==> config.mk <==
export PLATFORM = sky130hd
export DESIGN_NAME = vcin_port
export DESIGN_NICKNAME = d
export VERILOG_FILES = /design/src/rtl/vcin_pkg.sv /design/src/rtl/vcin_route.sv /design/src/rtl/vcin_datapath.sv /design/src/rtl/vcin_ctrl.sv /design/src/rtl/vcin_port.sv
export SDC_FILE = /design/constraint.sdc
export NUM_CORES = 1
export LEC_CHECK = 0
export CAP_MARGIN = 15
export CORE_UTILIZATION = 28
export CTS_CLUSTER_SIZE = 24
export DETAILED_ROUTE_END_ITERATION = 16
export GPL_ROUTABILITY_DRIVEN = 0
export PLACE_DENSITY_LB_ADDON = 0.05
export SLEW_MARGIN = 20
export SYNTH_ARGS = -nofsm -noshare
export SYNTH_HDL_FRONTEND = slang
export SYNTH_HIERARCHICAL = 1
export SYNTH_SLANG_ARGS = --single-unit
==> constraint.sdc <==
create_clock -name clk -period 9.2 [get_ports clk]
set_input_delay 0.92 -clock clk [delete_from_list [all_inputs] [get_ports clk]]
set_output_delay 0.92 -clock clk [all_outputs]
set_load 0.005 [all_outputs]
==> src/rtl/vcin_pkg.sv <==
package vcin_pkg;

  typedef enum logic [1:0] {
    ST_IDLE   = 2'd0,
    ST_ROUTE  = 2'd1,
    ST_WAITVC = 2'd2,
    ST_ACTIVE = 2'd3
  } vcState_t;

  localparam logic [1:0] FT_BODY   = 2'b00;
  localparam logic [1:0] FT_HEAD   = 2'b01;
  localparam logic [1:0] FT_TAIL   = 2'b10;
  localparam logic [1:0] FT_SINGLE = 2'b11;

  // per-channel strobes from control to datapath
  typedef struct packed {
    logic push;
    logic pop;
    logic latchRoute;
    logic latchVc;
  } vcStrobe_t;

  function automatic logic endsPacket(input logic [1:0] kind);
    return (kind == FT_TAIL) || (kind == FT_SINGLE);
  endfunction

endpackage

==> src/rtl/vcin_route.sv <==
module vcin_route #(
  parameter int DATA_W  = 16,
  parameter int NUM_OUT = 5,
  parameter int PORT_W  = 3
) (
  input  logic [DATA_W-1:0] flitData,
  output logic [PORT_W-1:0] port
);
  // replaceable lookup: destination is the payload reduced by the port count
  logic [DATA_W-1:0] rem;
  assign rem  = flitData % DATA_W'(NUM_OUT);
  assign port = rem[PORT_W-1:0];

  logic unusedHi;
  assign unusedHi = ^rem;
endmodule

==> src/rtl/vcin_datapath.sv <==
module vcin_datapath
  import vcin_pkg::*;
#(
  parameter int NUM_VC  = 2,
  parameter int DEPTH   = 3,
  parameter int DATA_W  = 16,
  parameter int NUM_OUT = 5,
  parameter int PORT_W  = 3,
  parameter int OVC_W   = 1
) (
  input  logic                               clk,
  input  logic                               rstN,
  input  logic [1:0]                         inType,
  input  logic [DATA_W-1:0]                  inData,
  input  logic [NUM_VC-1:0][OVC_W-1:0]       vaGntVc,
  input  vcStrobe_t [NUM_VC-1:0]             strobes,
  output logic [NUM_VC-1:0][PORT_W-1:0]      routePort,
  output logic [NUM_VC-1:0][OVC_W-1:0]       outVc,
  output logic [NUM_VC-1:0][1:0]             frontType,
  output logic [NUM_VC-1:0][DATA_W-1:0]      frontData
);
  localparam int PTR_W = (DEPTH > 1) ? $clog2(DEPTH) : 1;
  localparam int ENT_W = DATA_W + 2;

  for (genvar v = 0; v < NUM_VC; v++) begin : g_vc
    logic [ENT_W-1:0] mem [DEPTH];
    logic [PTR_W-1:0] wrPtr, rdPtr;
    logic [PORT_W-1:0] lookupPort;
    logic [ENT_W-1:0] frontEnt;

    assign frontEnt = mem[rdPtr];

    vcin_route #(.DATA_W(DATA_W), .NUM_OUT(NUM_OUT), .PORT_W(PORT_W)) u_route (
      .flitData(frontEnt[DATA_W-1:0]),
      .port    (lookupPort)
    );

    always_ff @(posedge clk) begin
      if (strobes[v].push) mem[wrPtr] <= {inType, inData};
    end

    always_ff @(posedge clk) begin
      if (!rstN) begin
        wrPtr <= '0;
        rdPtr <= '0;
        routePort[v] <= '0;
        outVc[v] <= '0;
      end else begin
        if (strobes[v].push)
          wrPtr <= (wrPtr == PTR_W'(DEPTH - 1)) ? '0 : wrPtr + 1'b1;
        if (strobes[v].pop)
          rdPtr <= (rdPtr == PTR_W'(DEPTH - 1)) ? '0 : rdPtr + 1'b1;
        if (strobes[v].latchRoute) routePort[v] <= lookupPort;
        if (strobes[v].latchVc)    outVc[v] <= vaGntVc[v];
      end
    end

    assign frontType[v] = frontEnt[ENT_W-1:DATA_W];
    assign frontData[v] = frontEnt[DATA_W-1:0];
  end
endmodule

==> src/rtl/vcin_ctrl.sv <==
module vcin_ctrl
  import vcin_pkg::*;
#(
  parameter int NUM_VC = 2,
  parameter int DEPTH  = 3,
  parameter int VC_W   = 1,
  parameter int CNT_W  = 2
) (
  input  logic                    clk,
  input  logic                    rstN,
  input  logic                    inValid,
  input  logic [VC_W-1:0]         inVc,
  input  logic [NUM_VC-1:0]       vaGnt,
  input  logic [NUM_VC-1:0]       saGnt,
  input  logic [NUM_VC-1:0][1:0]  frontType,
  output vcStrobe_t [NUM_VC-1:0]  strobes,
  output logic [NUM_VC-1:0]       vaReq,
  output logic [NUM_VC-1:0]       saReq,
  output logic                    overflowErr
);
  logic [NUM_VC-1:0] dropHit;

  for (genvar v = 0; v < NUM_VC; v++) begin : g_vc
    vcState_t  state;
    logic [CNT_W-1:0] count;
    logic hit, full, pushOk, popOk, notEmpty;

    assign hit      = inValid && (inVc == VC_W'(v));
    assign full     = (count == CNT_W'(DEPTH));
    assign notEmpty = (count != '0);
    assign pushOk   = hit && !full;
    assign popOk    = (state == ST_ACTIVE) && notEmpty && saGnt[v];
    assign dropHit[v] = hit && full;

    assign strobes[v].push       = pushOk;
    assign strobes[v].pop        = popOk;
    assign strobes[v].latchRoute = (state == ST_ROUTE);
    assign strobes[v].latchVc    = (state == ST_WAITVC) && vaGnt[v];

    assign vaReq[v] = (state == ST_WAITVC);
    assign saReq[v] = (state == ST_ACTIVE) && notEmpty;

    always_ff @(posedge clk) begin
      if (!rstN) begin
        state <= ST_IDLE;
        count <= '0;
      end else begin
        count <= count + CNT_W'(pushOk) - CNT_W'(popOk);
        case (state)
          ST_IDLE:   if (notEmpty) state <= ST_ROUTE;
          ST_ROUTE:  state <= ST_WAITVC;
          ST_WAITVC: if (vaGnt[v]) state <= ST_ACTIVE;
          ST_ACTIVE: if (popOk && endsPacket(frontType[v])) state <= ST_IDLE;
          default:   state <= ST_IDLE;
        endcase
      end
    end
  end

  always_ff @(posedge clk) begin
    if (!rstN)         overflowErr <= 1'b0;
    else if (|dropHit) overflowErr <= 1'b1;
  end
endmodule

==> src/rtl/vcin_port.sv <==
module vcin_port
  import vcin_pkg::*;
#(
  parameter int NUM_VC  = 2,
  parameter int DEPTH   = 3,
  parameter int DATA_W  = 16,
  parameter int NUM_OUT = 5,
  parameter int OUT_VCS = 2,
  localparam int VC_W   = (NUM_VC > 1) ? $clog2(NUM_VC) : 1,
  localparam int PORT_W = (NUM_OUT > 1) ? $clog2(NUM_OUT) : 1,
  localparam int OVC_W  = (OUT_VCS > 1) ? $clog2(OUT_VCS) : 1
) (
  input  logic                          clk,
  input  logic                          rstN,
  input  logic                          inValid,
  input  logic [VC_W-1:0]               inVc,
  input  logic [1:0]                    inType,
  input  logic [DATA_W-1:0]             inData,
  input  logic [NUM_VC-1:0]             vaGnt,
  input  logic [NUM_VC-1:0][OVC_W-1:0]  vaGntVc,
  input  logic [NUM_VC-1:0]             saGnt,
  output logic [NUM_VC-1:0]             vaReq,
  output logic [NUM_VC-1:0]             saReq,
  output logic [NUM_VC-1:0][PORT_W-1:0] routePort,
  output logic [NUM_VC-1:0][OVC_W-1:0]  outVc,
  output logic [NUM_VC-1:0][1:0]        frontType,
  output logic [NUM_VC-1:0][DATA_W-1:0] frontData,
  output logic                          overflowErr
);
  localparam int CNT_W = $clog2(DEPTH + 1);

  vcStrobe_t [NUM_VC-1:0] strobes;

  vcin_ctrl #(.NUM_VC(NUM_VC), .DEPTH(DEPTH), .VC_W(VC_W), .CNT_W(CNT_W)) u_ctrl (
    .clk, .rstN, .inValid, .inVc, .vaGnt, .saGnt, .frontType,
    .strobes, .vaReq, .saReq, .overflowErr
  );

  vcin_datapath #(.NUM_VC(NUM_VC), .DEPTH(DEPTH), .DATA_W(DATA_W), .NUM_OUT(NUM_OUT),
                  .PORT_W(PORT_W), .OVC_W(OVC_W)) u_dp (
    .clk, .rstN, .inType, .inData, .vaGntVc, .strobes,
    .routePort, .outVc, .frontType, .frontData
  );
endmodule

Word level (Yosys, flattened, before mapping)
Memory sizes are Yosys's and may differ from the RTL's. A register that Yosys moved wholly into a read port is not among the register bits.
Index checks and enable logic that the tools add are counted.
{"block": "totals", "register_bits": 25, "latch_bits": 0, "ramBits": 108, "romBits": 0, "input_bits": 28, "elab_cells": 93, "n_memories": 2}
{"block": "classes", "addsub": 8, "multipliers": 0, "div": 2, "n_lt_le_gt_ge": 0, "eq_ne": 22, "n_shift": 0, "muxes": 20, "n_bitwise": 1, "n_reduce_logical": 25}
{"memory": "u_dp.g_vc[0].mem", "depth": 3, "width": 18, "rd": 1, "rd_ports_with_merged_regs": 1, "write_ports": 1, "line_no": "vcin_datapath.sv:26", "text": "logic [ENT_W-1:0] mem [DEPTH];"}
{"memory": "u_dp.g_vc[1].mem", "depth": 3, "width": 18, "rd": 1, "rd_ports_with_merged_regs": 1, "write_ports": 1, "line_no": "vcin_datapath.sv:26"}
{"operator": "$mod A16 B3 Y16 const B", "n": 2}
{"operator": "$eq A2 B2 Y1 const B", "n": 14}
{"operator": "$mux W2", "n": 14}
{"operator": "$pmux W2 S4", "n": 2}
{"operator": "$logic_and A1 B1 Y1", "n": 14}
{"operator": "$add A2 B1 Y2 const B", "n": 4}
{"operator": "$ne A2 B2 Y1 const B", "n": 4}
{"operator": "$reduce_and A3 Y1", "n": 2}
{"operator": "$add A2 B1 Y2", "n": 2}
{"operator": "$eq A2 B1 Y1 const B", "n": 2}
{"operator": "$logic_not A2 Y1", "n": 2}
{"operator": "$mux W1", "n": 4}
{"operator": "$ne A2 B1 Y1 const B", "n": 2}
{"operator": "$reduce_bool A2 Y1", "n": 2}
{"operator": "$sub A2 B1 Y2", "n": 2}
{"operator": "$logic_not A1 Y1", "n": 2}
{"operator": "$logic_or A1 B1 Y1", "n": 2}
{"operator": "$reduce_or A2 Y1", "n": 1}
{"operator": "$not A1 Y1", "n": 1}

Logic depth before layout (Yosys ltp)
Gate-level depths: netlist (run 1).
{"block": "depth", "ltp_word": 6, "ltp_mapped": 34, "mapped_depth_nobuf": 28}

Modules after synthesis
Netlist (run 1), hierarchy kept.
{"module": "vcin_datapath", "instances": 1, "cells_per_inst": 293, "area_each_um2": 4748.3, "seq_area_each_um2": 3643.5}
{"module": "vcin_route (u_dp.g_vc[0].u_route)", "instances": 1, "cells_per_inst": 243, "area_each_um2": 1665.3, "seq_area_each_um2": 0.0}
{"module": "vcin_route (u_dp.g_vc[1].u_route)", "instances": 1, "cells_per_inst": 247, "area_each_um2": 1665.3, "seq_area_each_um2": 0.0}
{"module": "vcin_ctrl", "instances": 1, "cells_per_inst": 74, "area_each_um2": 663.1, "seq_area_each_um2": 180.2}

Worst setup path after synthesis (run 1)
Ideal clock, no wire load.
{"block": "synth_timing", "path_type": "register to register", "from": "reg with a tool-made name", "to": "reg u_dp/routePort[1] (netlist bit)", "arrival_time_ns": 6.094, "required_ns": 9.135, "setup_slack_ns": 3.041, "stages_incl_launch_ff": 31, "synth_period_minus_slack_ns": 6.159, "path_cell_list": "dfxtp_1 buf_6 mux2i_1 o21ai_0 or4b_4 or2_4 a32oi_4 nor2_2 a22o_1 o31ai_2 and2_1 buf_4 xnor3_1 or4_4 buf_6 a2111oi_4 a31oi_1 nand3_2 a31oi_1 inv_1 ha_1 nor2_1 a32o_1 o21ai_0 mux2i_1 ha_1 nor2_1 o21ai_1 mux2i_1 mux2i_1 nor2b_1"}
{"element": "end signal, assigned by index", "line_no": "vcin_datapath.sv:53", "text": "if (strobes[v].latchRoute) routePort[v] <= lookupPort;"}
{"element": "end, declared", "line_no": "vcin_datapath.sv:17", "text": "output logic [NUM_VC-1:0][PORT_W-1:0] routePort,"}

==> results of run 1 <==
-- cell type report --
type                            instances  share of cell area, %
Multi-Input combinational cell        625                  43.15
Sequential cell                       137                  36.85
Timing Repair Buffer                   93                  8.512
Tap cell                              396                  4.775
Clock buffer                           19                  4.268
Inverter                               42                  1.519
Clock inverter                         13                 0.9284
-- layer usage --
metal	vias to the layer above	wire length [µm]	track usage (%)	part of all wire (%)
met5	-	11	0	0.049
met4	2	153	3.566	0.67
met3	17	995	3.117	4.4
met2	199	10300	22.48	45
met1	3385	11220	20.12	49
li1	3412	-	-	-
-- power breakdown --
group | leakage [nW] | internal (mW) | switching, mW
clock | 0.262 | 0.353 | 0.258
combinational | 2.03 | 0.210 | 0.273
sequential | 1.22 | 0.698 | 0.0168
-- kinds of logic (layout without fill, tap and decap cells) --
family	after synthesis	in the layout
AND/OR/NAND/NOR	294	294
AO/OA/AOI/OAI	236	236
flip-flops	137	137
buffers and inverters	95	167
multiplexers	53	53
adder cells (fa/ha/maj)	21	21
XOR/XNOR	21	21
-- flip-flops by register name (all words and copies together) (netlist names), named ones only --
signal and count:
u_dp/routePort 6, u_dp/outVc 2, u_dp/g_vc.wrPtr 4, u_ctrl/overflowErr 1, u_ctrl/g_vc.state 4, u_ctrl/g_vc.count 4
u_dp/g_vc.mem 108, u_dp/g_vc.rdPtr 4
-- per-stage QoR --
step	std cells	area, µm²
2_1_floorplan	857	8742
5_1_grt	1325	10380
6_report	1325	10380
4_1_cts	1325	10370
3_5_place_dp	1293	9832
3_3_place_gp	1293	9828
-- layout by cell type, fill, tap and decap left out, drive strengths merged, types with 11 or more instances in the layout --
cell type | netlist | layout
a211oi | 13 | 13
a21oi | 19 | 19
a31oi | 14 | 14
and2 | 15 | 15
buf | 32 | 18
clkbuf | 21 | 19
clkdlybuf4s50 | 0 | 75
dfxtp | 29 | 29
edfxtp | 108 | 108
ha | 20 | 20
inv | 41 | 45
mux2i | 52 | 52
nand2 | 80 | 80
nand3 | 21 | 21
nor2 | 43 | 43
nor2b | 19 | 19
nor3 | 20 | 20
nor3b | 13 | 13
nor4 | 11 | 11
o21ai | 58 | 58
xnor2 | 16 | 16
-- worst max-delay path: cells and delay by family, from the launching register on --
family,cells,cell delay (ns)
xor gates and xnor gates,1,0.15
AOI/OAI and AO/OA,11,3.74
buffers and inverters,3,0.51
DFF,1,0.32
muxes,3,0.61
adders and majority gates,2,0.40
and+or+nand+nor,8,1.75
-- worst max-delay path by stage --
stage | startpoint | end | slack [ns] | cells after the start
final | register | u_dp/routePort[0] | 1.60 | 28
after global routing | register | u_dp/routePort[1] | 0.87 | 28
after CTS | register | u_dp/routePort[0] | 1.53 | 29
after detailed placement | register | u_dp/routePort[0] | 1.55 | 29
after global placement | register | u_dp/routePort[1] | 1.72 | 28
after floorplan | register | u_dp/routePort[1] | 3.04 | 30
==> impl_metrics.yaml, run 1 <==
yosys:
  synth_cell_types: 110
  synth_enable_flop_cells: 108
  yosys.area_share.adder_pct: 2.977
  synth_warnings: 6
  seq_area_frac_synth_pct: 43.74
  synth-simple-area-share_pct: 18.56
  synth-main-ff-cell: "edfxtp_1"
  syn_area_um2: 8742
  synth_compound_area_share_pct: 21.05
  syn_inst: 857
  yosys.area_share.xor_xnor_pct: 2.261
  synth_top_family_by_area: "compound AO/OA/AOI/OAI gates"
  synth_mux_area_share_pct: 6.083
  ys_seq_elements: 137
  syn_nets: 905
  synth.top_cell.area_share_pct: 37.10
  postSynthAreaPerCell_um2: 10.20
  async_flop_share_pct: 0
  yosysMostFrequentCell: "edfxtp_1"
  synth_common_cells: "108 x edfxtp_1, 79 x nand2_1, 52 x mux2i_1, 41 x inv_1, 41 x nor2_1"
  synth_area_leader_cell: "edfxtp_1"
  synthTopCellsByArea: "edfxtp_1 37%, dfxtp_1 6.6%, mux2i_1 6.0%"
layout:
  multiInputGateArea_um2: 4478
  antenna_cells: 0
  drive_gt1_share_pct: 9.365
  fin_util_pct: 33.84
  finalNetCount: 964
  area_growth_pct: 18.71
  n_fill_cell: 3070
  register_area_um2: 3824
grt:
  antenna_found_initial: 1
  grt_pass1_vias: 6748
  grt_usage_pct: 14.41
  grt_pass1_wl_um: 35740
  grt_overflow: 0
  grt_max_degree: 37
route:
  wl_per_cell_um: 17.11
  drt_iter0_drc: 466
  drt.antenna.violating_nets: 0
  first_pass_iters: 4
  wl_um: 22680
  via_per_inst: 5.294
  vias: 7015
  drc: 0
floorplanning:
  io_pins: 77
  initial_core_util_pct: 28.50
  die_area_um2: 31930
  fp.dieH_um: 178.7
  rows: 64
  die_w_um: 178.7
  coreArea_um2: 30670
critical_path:
  worstPathRequired_ns: 9.50
  cpMostUsedCell: "nor2_1"
  worstSetupStartpointType: "register"
  crit_arrival_ns: 7.90
  cpMaxStageDelayCell: "o21ai_1"
  ff2ff_path_depth: 28
  crit_type: "reg2reg"
  crit_fanout: 18
  max_stage_delay_ns: 0.70
  r2r_slack_ns: 1.60
  crit_path_end_kind: "register"
  reg2reg_to: "u_dp/routePort[0]"
worst_hold_path:
  holdPathStages: 1
  min_to: "u_ctrl/overflowErr"
  min_from: "u_ctrl/overflowErr"
  hold_class: "reg2reg"
clock_tree:
  cts_buffer_depth: 2
  insertion_delay_ns: 0.41
  cts_tree: "built"
  numCtsBuffers: 17
  cts-root-buf: "clkbuf_16"
  post_cts_buffers: 0
  path_clk_slew_ns: 0.06
  htree_num_levels: 4
  ctsResizeCount: 0
  cts_sinks: 137
  postCtsHoldBufs: 0
timing:
  fin_ws_ns: 1.595
  worst_pin_slew_ns: 1.046
  relSlewSlack_pct: 30.25
  finalMaxSlewViolations: 0
  setup_viol: 0
  clock.fmax_mhz: 131.5
  fin_skew_ns: 0.01039
  rsz0062_at_grt: "false"
  holdWs_ns: 0.4692
  timing.final.crit_share_pct: 82.66
  finalHoldViolCount: 0
  layout_min_cycle_time_ns: 7.605
  tns_ns: 0
flow_run:
  cap_violations: 0
place:
  portBuffers: 76
  hpwl_um: 16400
  dp_slack_ns: 1.554
pwr:
  total_power_mw: 1.809
  peakVddDrop_v: 0.0001243
  leakage_nw: 3.512
  p_per_area_nw_per_um2: 174.3
outcome:
  status: "finished, final reports clean"
Power figures use the tool's default switching activity.
==> run 2: changes to the inputs <==
==> constraint.sdc (replaced) <==
create_clock -name clk -period 7.1 [get_ports clk]
set_input_delay 0.71 -clock clk [delete_from_list [all_inputs] [get_ports clk]]
set_output_delay 0.71 -clock clk [all_outputs]
set_load 0.005 [all_outputs]
==> run 2 against run 1 <==
Wire length grew 1.6%; global-route usage is 0.089 points higher; combinational power grew 36%; via count up 0.48%; die area stayed put.
==> impl_metrics.yaml, run 2 (synthesis results as in run 1) <==
route:
  wl_met1_um: 11720
  via_per_inst: 5.233
  drt_iter0_drc: 657
  wl_met2_um: 10310
  vias: 7049
  wl_um: 23040
  wl_per_cell_um: 17.10
  top_layer_used: "met4"
  first_pass_iters: 5
  wl_met3_um: 810
  drc: 0
  drt.antenna.violating_nets: 0
clock_tree:
  postCtsHoldBufs: 0
  cts_sinks: 137
  cts-root-buf: "clkbuf_16"
  insertion_delay_ns: 0.41
  htree_num_levels: 4
  path_clk_slew_ns: 0.06
  cts_buffer_depth: 2
  cts_tree: "built"
  numCtsBuffers: 17
grt:
  grt_pass1_wl_um: 36010
  grt_overflow: 0
  grt_pass1_vias: 6562
  grt_usage_pct: 14.50
  antenna_found_initial: 0
  grt_max_degree: 28
critical_path:
  max_stage_delay_ns: 0.59
  crit_type: "reg2reg"
  cpMaxStageDelayCell: "or4_4"
  cpMostUsedCell: "mux2i_1"
  worstSetupStartpointType: "register"
  crit_family: "compound AO/OA/AOI/OAI gates"
  worstPathRequired_ns: 7.46
  worst-path-buf-inv: 2
  crit_fanout: 12
  crit_path_end_kind: "register"
  crit_arrival_ns: 7.08
floorplanning:
  rows: 64
  die_area_um2: 31930
  die_w_um: 178.7
  initial_core_util_pct: 28.50
  coreArea_um2: 30670
  fp.dieH_um: 178.7
  io_pins: 77
layout:
  final_area_um2: 10710
  final_common_cell: "edfxtp_1"
  largest_reg_flops: 108
  area_growth_pct: 22.56
  drive_gt1_share_pct: 13.68
  mostFrequentLayoutCells: "108 x edfxtp_1, 78 x nand2_1, 75 x clkdlybuf4s50_1"
  top_register: "u_dp/g_vc.mem"
  reg_top3: "u_dp/g_vc.mem (108), u_dp/routePort (6)"
  fin_util_pct: 34.93
  finalNetCount: 985
timing:
  timing.final.crit_share_pct: 94.57
  fin_skew_ns: 0.01345
  finalHoldViolCount: 0
  finalMaxSlewViolations: 0
  layout_min_cycle_time_ns: 6.715
  setup_viol: 0
  clock.fmax_mhz: 148.9
  relSlewSlack_pct: 33.30
  worst_pin_slew_ns: 1.000
flow_run:
  cap_violations: 0
pwr:
  leakage_nw: 3.658
  peakVddDrop_v: 0.0001484
  p_per_area_nw_per_um2: 230.5
place:
  post_dp_cell_area_um2: 9956
  hpwl_um: 16570
  portBuffers: 76
outcome:
  status: "finished, final reports clean"
worst_hold_path:
  hold_class: "reg2reg"
## run 2: layer usage
layer  vias up  global-route usage [%]
met4         0                   3.566
met5         -                       0
met3        14                   2.990
li1       3462                       -
met1      3413                   20.96
met2       160                   21.88
## run 2: power breakdown
part           total, mW  switching (mW)  internal, mW
clock              0.886           0.334         0.552
sequential         0.927          0.0222         0.904
combinational      0.657           0.364         0.292
## run 2: per-stage QoR
step	hold WS, ns	power, mW	setup WS, ns	TNS [ns]	cells
floorplan	0.4643	1.389	0.9412	0	857
finish	0.4729	2.469	0.3853	0	1347
detailed placement	0.4639	1.575	0.06701	0	1310
global placement	0.4566	1.563	0.2010	0	1310
global route	0.5180	2.601	-0.04807	-0.05817	1346
CTS	0.4829	2.477	0.05922	0	1342
## run 2: what timing repair did
action | CTS | global route
setup buffers | 0 | 4
resized for setup | 0 | 32
setup endpoints to repair | 0 | 6
## run 2: final cells by class
type / instances / area (µm²)
fillers: 3088 / 19960
repair buffers: 114 / 1054
clock buffers: 17 / 425.4
diodes: 1 / 2.502
clock inverters: 15 / 175.2
inverters: 42 / 157.7
multi-input cells: 625 / 4578
well taps: 396 / 495.5
flip-flops and latches: 137 / 3826
## run 2: worst paths after layout
path	from	endpoint	slack, ns	depth (start not counted)
setup / recovery	register	u_dp/routePort[1]	0.39	28
hold / removal	u_ctrl/overflowErr	u_ctrl/overflowErr	0.47	1
setup reg to reg	register	u_dp/routePort[1]	0.39	28
hold reg to reg	u_ctrl/overflowErr	u_ctrl/overflowErr	0.47	1
